### src/rtl/sertx_pkg.sv
package sertx_pkg;

    typedef enum logic [2:0] {
        ST_IDLE,
        ST_ARM,
        ST_START,
        ST_DATA,
        ST_PAR,
        ST_STOP
    } tx_state_e;

endpackage

### src/rtl/sertx_hold.sv
module sertx_hold #(
    parameter int DEPTH = 16,
    parameter int DW    = 8
) (
    input  logic          clk,
    input  logic          rst_n,
    input  logic          fifo_mode,
    input  logic          wr_en,
    input  logic [DW-1:0] wr_data,
    input  logic          rd_en,
    output logic [DW-1:0] rd_data,
    output logic          avail,
    output logic          full
);
    localparam int PTRW = (DEPTH > 1) ? $clog2(DEPTH) : 1;
    localparam int CNTW = $clog2(DEPTH + 1);

    typedef struct packed {
        logic [PTRW-1:0] wp;
        logic [PTRW-1:0] rp;
        logic [CNTW-1:0] cnt;
    } hold_t;

    hold_t q, n;
    logic [DW-1:0] mem [DEPTH];
    logic do_wr, do_rd;

    always_comb begin
        n     = q;
        full  = fifo_mode ? (q.cnt == CNTW'(DEPTH)) : (q.cnt != '0);
        avail = (q.cnt != '0);
        do_wr = wr_en && !full;
        do_rd = rd_en && avail;
        if (do_wr) n.wp = (q.wp == PTRW'(DEPTH - 1)) ? '0 : q.wp + 1'b1;
        if (do_rd) n.rp = (q.rp == PTRW'(DEPTH - 1)) ? '0 : q.rp + 1'b1;
        case ({do_wr, do_rd})
            2'b10:   n.cnt = q.cnt + 1'b1;
            2'b01:   n.cnt = q.cnt - 1'b1;
            default: n.cnt = q.cnt;
        endcase
    end

    always_ff @(posedge clk) begin
        if (!rst_n) q <= '0;
        else        q <= n;
    end

    always_ff @(posedge clk) begin
        if (do_wr) mem[q.wp] <= wr_data;
    end

    assign rd_data = mem[q.rp];

    // a write into a full store leaves the occupancy unchanged
    a_r6_full_drop: assert property (@(posedge clk) disable iff (!rst_n)
        (full && wr_en && !rd_en) |=> $stable(q.cnt));

    // occupancy never exceeds the depth
    a_r6_no_overflow: assert property (@(posedge clk) disable iff (!rst_n)
        q.cnt <= CNTW'(DEPTH));

endmodule

### src/rtl/sertx_shifter.sv
module sertx_shifter
    import sertx_pkg::*;
#(
    parameter int OVS = 16,
    parameter int DW  = 8
) (
    input  logic          clk,
    input  logic          rst_n,
    input  logic          baud_tick,
    input  logic          brk,
    input  logic [1:0]    char_len,
    input  logic          par_en,
    input  logic          par_even,
    input  logic          stop_long,
    input  logic          hold_avail,
    input  logic [DW-1:0] hold_data,
    output logic          hold_pop,
    output logic          mid_start,
    output logic          tx_out
);
    localparam int HALF = OVS / 2;
    localparam int CW   = $clog2(2 * OVS) + 1;
    localparam int PW   = (HALF > 1) ? $clog2(HALF) : 1;
    localparam int AW   = $clog2(HALF) + 1;
    localparam int BW   = $clog2(DW);

    typedef struct packed {
        tx_state_e      st;
        logic [CW-1:0]  cnt;
        logic [BW-1:0]  idx;
        logic [BW-1:0]  last;
        logic [DW-1:0]  sreg;
        logic           pbit;
        logic           pen;
        logic [CW-1:0]  stop_n;
        logic [PW-1:0]  ph;
        logic [AW-1:0]  arm;
        logic           tx;
    } sh_t;

    sh_t q, n;
    logic load, bit_end;
    logic [BW-1:0] new_last;
    logic [DW-1:0] new_mask;

    always_comb begin
        n         = q;
        load      = 1'b0;
        mid_start = 1'b0;
        bit_end   = baud_tick && (q.cnt == CW'(OVS - 1));
        new_last  = BW'(char_len) + BW'(DW - 4);
        new_mask  = {DW{1'b1}} >> (BW'(DW - 1) - new_last);

        if (baud_tick) n.ph = q.ph + 1'b1;

        case (q.st)
            ST_IDLE: begin
                if (hold_avail) begin
                    n.st  = ST_ARM;
                    n.arm = '0;
                end
            end
            ST_ARM: begin
                if (baud_tick) begin
                    if (q.arm >= AW'(HALF - 1) && q.ph == PW'(HALF - 1)) load = 1'b1;
                    else if (q.arm != AW'(HALF))                         n.arm = q.arm + 1'b1;
                end
            end
            ST_START: begin
                if (baud_tick) begin
                    if (q.cnt == CW'(HALF - 1)) mid_start = 1'b1;
                    if (bit_end) begin
                        n.st  = ST_DATA;
                        n.cnt = '0;
                        n.idx = '0;
                    end else begin
                        n.cnt = q.cnt + 1'b1;
                    end
                end
            end
            ST_DATA: begin
                if (bit_end) begin
                    n.cnt  = '0;
                    n.sreg = q.sreg >> 1;
                    if (q.idx == q.last) n.st  = q.pen ? ST_PAR : ST_STOP;
                    else                 n.idx = q.idx + 1'b1;
                end else if (baud_tick) begin
                    n.cnt = q.cnt + 1'b1;
                end
            end
            ST_PAR: begin
                if (bit_end) begin
                    n.st  = ST_STOP;
                    n.cnt = '0;
                end else if (baud_tick) begin
                    n.cnt = q.cnt + 1'b1;
                end
            end
            ST_STOP: begin
                if (baud_tick) begin
                    if (q.cnt == q.stop_n - 1'b1) begin
                        if (hold_avail) load = 1'b1;
                        else            n.st = ST_IDLE;
                    end else begin
                        n.cnt = q.cnt + 1'b1;
                    end
                end
            end
            default: n.st = ST_IDLE;
        endcase

        if (load) begin
            n.st   = ST_START;
            n.cnt  = '0;
            n.idx  = '0;
            n.sreg = hold_data;
            n.last = new_last;
            n.pen  = par_en;
            n.pbit = par_even ? (^(hold_data & new_mask)) : ~(^(hold_data & new_mask));
            if (!stop_long)          n.stop_n = CW'(OVS);
            else if (char_len == '0) n.stop_n = CW'(OVS + HALF);
            else                     n.stop_n = CW'(2 * OVS);
        end
        hold_pop = load;

        case (n.st)
            ST_START: n.tx = 1'b0;
            ST_DATA:  n.tx = n.sreg[0];
            ST_PAR:   n.tx = n.pbit;
            default:  n.tx = 1'b1;
        endcase
        if (brk) n.tx = 1'b0;
    end

    always_ff @(posedge clk) begin
        if (!rst_n) begin
            q    <= '0;
            q.st <= ST_IDLE;
            q.tx <= 1'b1;
        end else begin
            q <= n;
        end
    end

    assign tx_out = q.tx;

    // break drives the line low on the next clock
    a_r5_break_low: assert property (@(posedge clk) disable iff (!rst_n)
        brk |=> !tx_out);

    // an idle engine with nothing to send keeps the line high
    a_r1_idle_high: assert property (@(posedge clk) disable iff (!rst_n)
        (q.st == ST_IDLE && !hold_avail && !brk) |=> tx_out);

    // bit timing only moves on an oversampling tick
    a_r2_tick_only: assert property (@(posedge clk) disable iff (!rst_n)
        (!baud_tick && q.st != ST_IDLE && q.st != ST_ARM) |=> $stable(q.cnt));

endmodule

### src/rtl/sertx_irqgen.sv
module sertx_irqgen (
    input  logic clk,
    input  logic rst_n,
    input  logic fifo_mode,
    input  logic mid_start,
    input  logic hold_empty,
    input  logic hold_full,
    input  logic wr_en,
    input  logic iid_rd,
    input  logic irq_en,
    output logic tx_irq,
    output logic dma_rdy
);
    typedef struct packed {
        logic pend;
        logic rdy;
    } ir_t;

    ir_t q, n;
    logic empty_evt;

    always_comb begin
        n         = q;
        empty_evt = mid_start && hold_empty;
        if (wr_en)                 n.pend = 1'b0;
        else if (iid_rd && q.pend) n.pend = 1'b0;
        else if (empty_evt)        n.pend = 1'b1;
        if (fifo_mode ? hold_full : wr_en) n.rdy = 1'b0;
        else if (empty_evt)                n.rdy = 1'b1;
    end

    always_ff @(posedge clk) begin
        if (!rst_n) begin
            q.pend <= 1'b0;
            q.rdy  <= 1'b1;
        end else begin
            q <= n;
        end
    end

    assign tx_irq  = q.pend && irq_en;
    assign dma_rdy = q.rdy;

    // a holding write always clears the interrupt
    a_r10_write_clears: assert property (@(posedge clk) disable iff (!rst_n)
        wr_en |=> !tx_irq);

    // the empty state only sets at the mid-start point with an empty store
    a_r8_set_at_mid: assert property (@(posedge clk) disable iff (!rst_n)
        $rose(q.pend) |-> $past(mid_start && hold_empty));

    // DMA ready only returns at the mid-start point
    a_r11_rdy_at_mid: assert property (@(posedge clk) disable iff (!rst_n)
        $rose(dma_rdy) |-> $past(mid_start && hold_empty));

endmodule

### src/rtl/sertx_core.sv
module sertx_core #(
    parameter int DEPTH = 16,
    parameter int DW    = 8,
    parameter int OVS   = 16
) (
    input  logic          clk,
    input  logic          rst_n,
    input  logic          baud_tick,
    input  logic          fifo_mode,
    input  logic [1:0]    char_len,
    input  logic          par_en,
    input  logic          par_even,
    input  logic          stop_long,
    input  logic          brk,
    input  logic          irq_en,
    input  logic          wr_en,
    input  logic [DW-1:0] wr_data,
    input  logic          iid_rd,
    output logic          tx_out,
    output logic          tx_irq,
    output logic          dma_rdy
);
    logic          hold_avail;
    logic          hold_full;
    logic          hold_pop;
    logic          mid_start;
    logic [DW-1:0] hold_data;

    sertx_hold #(.DEPTH(DEPTH), .DW(DW)) hold_i (
        .clk       (clk),
        .rst_n     (rst_n),
        .fifo_mode (fifo_mode),
        .wr_en     (wr_en),
        .wr_data   (wr_data),
        .rd_en     (hold_pop),
        .rd_data   (hold_data),
        .avail     (hold_avail),
        .full      (hold_full)
    );

    sertx_shifter #(.OVS(OVS), .DW(DW)) shift_i (
        .clk        (clk),
        .rst_n      (rst_n),
        .baud_tick  (baud_tick),
        .brk        (brk),
        .char_len   (char_len),
        .par_en     (par_en),
        .par_even   (par_even),
        .stop_long  (stop_long),
        .hold_avail (hold_avail),
        .hold_data  (hold_data),
        .hold_pop   (hold_pop),
        .mid_start  (mid_start),
        .tx_out     (tx_out)
    );

    sertx_irqgen irq_i (
        .clk        (clk),
        .rst_n      (rst_n),
        .fifo_mode  (fifo_mode),
        .mid_start  (mid_start),
        .hold_empty (!hold_avail),
        .hold_full  (hold_full),
        .wr_en      (wr_en),
        .iid_rd     (iid_rd),
        .irq_en     (irq_en),
        .tx_irq     (tx_irq),
        .dma_rdy    (dma_rdy)
    );

endmodule

### config.mk
export PLATFORM = sky130hd
export DESIGN_NAME = sertx_core
export DESIGN_NICKNAME = d
export VERILOG_FILES = /design/src/rtl/sertx_pkg.sv /design/src/rtl/sertx_hold.sv /design/src/rtl/sertx_shifter.sv /design/src/rtl/sertx_irqgen.sv /design/src/rtl/sertx_core.sv
export SDC_FILE = /design/constraint.sdc
export NUM_CORES = 1
export LEC_CHECK = 0
export ABC_CLOCK_PERIOD_IN_PS = 4400
export BUFFER_PORTS_ARGS = -buffer_cell sky130_fd_sc_hd__buf_2
export CORE_MARGIN = 3
export CORE_UTILIZATION = 62
export CTS_CLUSTER_DIAMETER = 200
export DETAILED_ROUTE_END_ITERATION = 6
export PLACE_DENSITY_LB_ADDON = 0.15
export RECOVER_POWER = 50
export SLEW_MARGIN = 40
export SYNTH_ARGS = -nofsm -noshare
export SYNTH_HDL_FRONTEND = slang
export SYNTH_SLANG_ARGS = --single-unit
### constraint.sdc
create_clock -name clk -period 4.4 [get_ports clk]
set_input_delay 0.88 -clock clk [delete_from_list [all_inputs] [get_ports clk]]
set_output_delay 0.88 -clock clk [all_outputs]
set_load 0.02 [all_outputs]
==> qor.yml <==
status: "finished with violations"
violations: "capacitance limit, slew limit"
grt.total_usage_pct: 22.7
tightest_slew_ns: 1.57
die_area_um2: 14000
start_kind: "register"
leakage_nw: 2.87
max_freq_mhz: 275
reg2regPathDepth: 14
ys_async_sr_fraction_pct: 0
dr.pass1.iters: 5
vias: 4502
p_per_area_nw_per_um2: 417
netlist_instances: 553
viasPerCell: 5.95
synthSimpleGateAreaFrac_pct: 10.8
rsz0062_at_grt: "no"
yosysSeqAreaShare_pct: 63.1
grt_overflow: 0
cp-end-kind: "register"
worstPathRequired_ns: 4.75
syn_area_per_cell_um2: 14.2
synth_compound_area_share_pct: 6.34
diodes: 0
hold_viol: 0
final_nets: 614
arrival_ns: 3.99
grt_pass1_wl_mm: 24.2
holdPathStages: 2
cts-root-buf: "clkbuf_16"
multi_input_area_um2: 2730
skew_ns: 0.0114
totalWireLength_mm: 15.0
slew_headroom_pct: -4.99
worstSetupPathType: "register to register"
peakVddDrop_v: 0.000335
seq_area_um2: 4950
cts_made_buffers: 17
synth.area.top_cells: "edfxtp_1 49%, dfxtp_1 14%, mux4_2 9.5%"
hold_class: "register to register"
coreArea_um2: 12200
clk_latency_ns: 0.42
post-place-cells: 725
synth_cell_types: 56
reg2reg_setup_slack_ns: 0.76
finalSetupTns_ns: 0
synth-main-ff-cell: "edfxtp_1"
initial_utilization_pct: 64.4
cts_max_level: 4
fin_crit_ns: 3.64
synth_edf_count: 128
setup_violations: 0
portBuffers: 23
ys_ff_latch: 183
hold_buffers: 0
dp.final_hpwl_mm: 9.99
yosys.area.top_type: "edfxtp_1"
first_global_vias: 4462
synth_xor_area_share_pct: 3.35
nFillCells: 837
synthTopCellsByCount: "128 x edfxtp_1, 55 x dfxtp_1, 41 x nand2_1"
drc: 0
drive_gt1_share_pct: 16.5
r2r_start: "shift_i.q[11]"
die_y_um: 118
area_delta_synth_final_pct: 9.63
drtIter0Drc: 364
synth_mux_area_share_pct: 11.3
cts_sinks: 183
cts.repair.resized: 0
post-route-period-util_pct: 82.7
cts_tree: "yes"
rows: 40
yosys.cell_count.top_type: "edfxtp_1"
post-route-util_pct: 70.6
postRouteAntennaNets: 0
clk_path_buf_depth: 2
critPathMaxFanout: 5
slew_viol_final: 43
antenna_found_initial: 0
wl_per_cell_um: 19.8
post-cts-setup-buffers: 0
ios: 24
die_w_um: 118
hold_path_end: "shift_i.q[20]"
yosysTopAreaCellShare_pct: 49.1
grt_max_degree: 43
rr_endpoint: "hold_i.q[4]"
synth_fp_nets: 591
synth_top_family_by_area: "multiplexers"
drv_cap: 1
syn_area_um2: 7830
gp_congestion: 0.841
fin_cells: 757
ys_warn_count: 0
synth_adder_area_share_pct: 2.81
hp-start: "shift_i.q[20]"
path_clk_slew_ns: 0.06
==> area by class of cell <==
class                           count  share of cell area [%]
Clock buffer                       18                    5.00
Clock inverter                     14                   0.976
Inverter                           10                   0.437
Multi-Input combinational cell    333                    31.7
Sequential cell                   183                    57.6
Tap cell                          168                    2.45
Timing Repair Buffer               31                    1.82
==> cell usage in the layout, fill, tap and decap left out, types with 14 or more instances in the layout <==
master / instances
a21oi_1: 18
ha_1: 16
dfxtp_1: 54
mux4_2: 33
clkbuf_16: 17
nor2b_1: 18
nor2_1: 29
xnor2_1: 15
edfxtp_1: 128
xor2_1: 15
clkbuf_1: 14
nand3_1: 14
nand2_1: 42
==> worst max-delay path by stage <==
stage / from / to / slack [ns]
after detailed placement: shift_i.q[11] / hold_i.q[4] / 0.93
after global routing: shift_i.q[11] / hold_i.q[4] / 0.51
after global placement: shift_i.q[11] / hold_i.q[4] / 1.01
after floorplan: baud_tick / hold_i.q[4] / 1.02
final: shift_i.q[11] / hold_i.q[4] / 0.76
after CTS: shift_i.q[11] / hold_i.q[4] / 0.92
==> state kept, by name, summed over array words and instances (netlist names), named ones only <==
signal and count:
hold_i.mem 128, shift_i.q 35, irq_i.dma_rdy 1, irq_i.q 1, hold_i.q 13, shift_i.tx_out 1
==> cell families after synthesis <==
group,Yosys count
compound gates,73
xor+xnor,30
fa+ha+maj,17
buf+inv,37
flops,183
mux,47
simple gates,166
==> power by group <==
group	leakage, nW	total, mW	internal, mW	switching [mW]
combinational	1.02	0.334	0.127	0.207
clock	0.248	1.32	0.713	0.605
sequential	1.60	1.93	1.89	0.0368
total	2.87	3.58	2.73	0.848
==> stage by stage <==
stage          instance area [um2]  power [mW]  hold slack [ns]  setup slack, ns
5_1_grt                       8590        3.71            0.470            0.512
6_report                      8590        3.58            0.451            0.762
3_5_place_dp                  8100        2.31            0.446            0.931
2_1_floorplan                 7830        2.19            0.431             1.02
4_1_cts                       8620        3.61            0.454            0.916
3_3_place_gp                  8080        2.29            0.445             1.01
==> layer usage <==
metal  global-route usage (%)  vias up  share of wire, %
li1                         -     2118                 -
met2                     38.3      148                53
met3                     5.17       25               5.5
met5                        0        -                 0
met1                     29.3     2211                40
met4                     8.25        0               1.7
==> worst max-delay path, cell delays in order (launching register included) <==
cell and delay [ns]:
dfxtp_1 0.36, inv_1 0.06, ha_1 0.30, xnor2_1 0.12
nor4_1 0.42, a21oi_1 0.20, or3_1 0.41, nor2_2 0.17
ha_1 0.31, ha_1 0.31, a21o_1 0.17, a21oi_1 0.18
xor2_1 0.09, or3_1 0.30, a21boi_0 0.16
(Power assumes the default switching activity.)
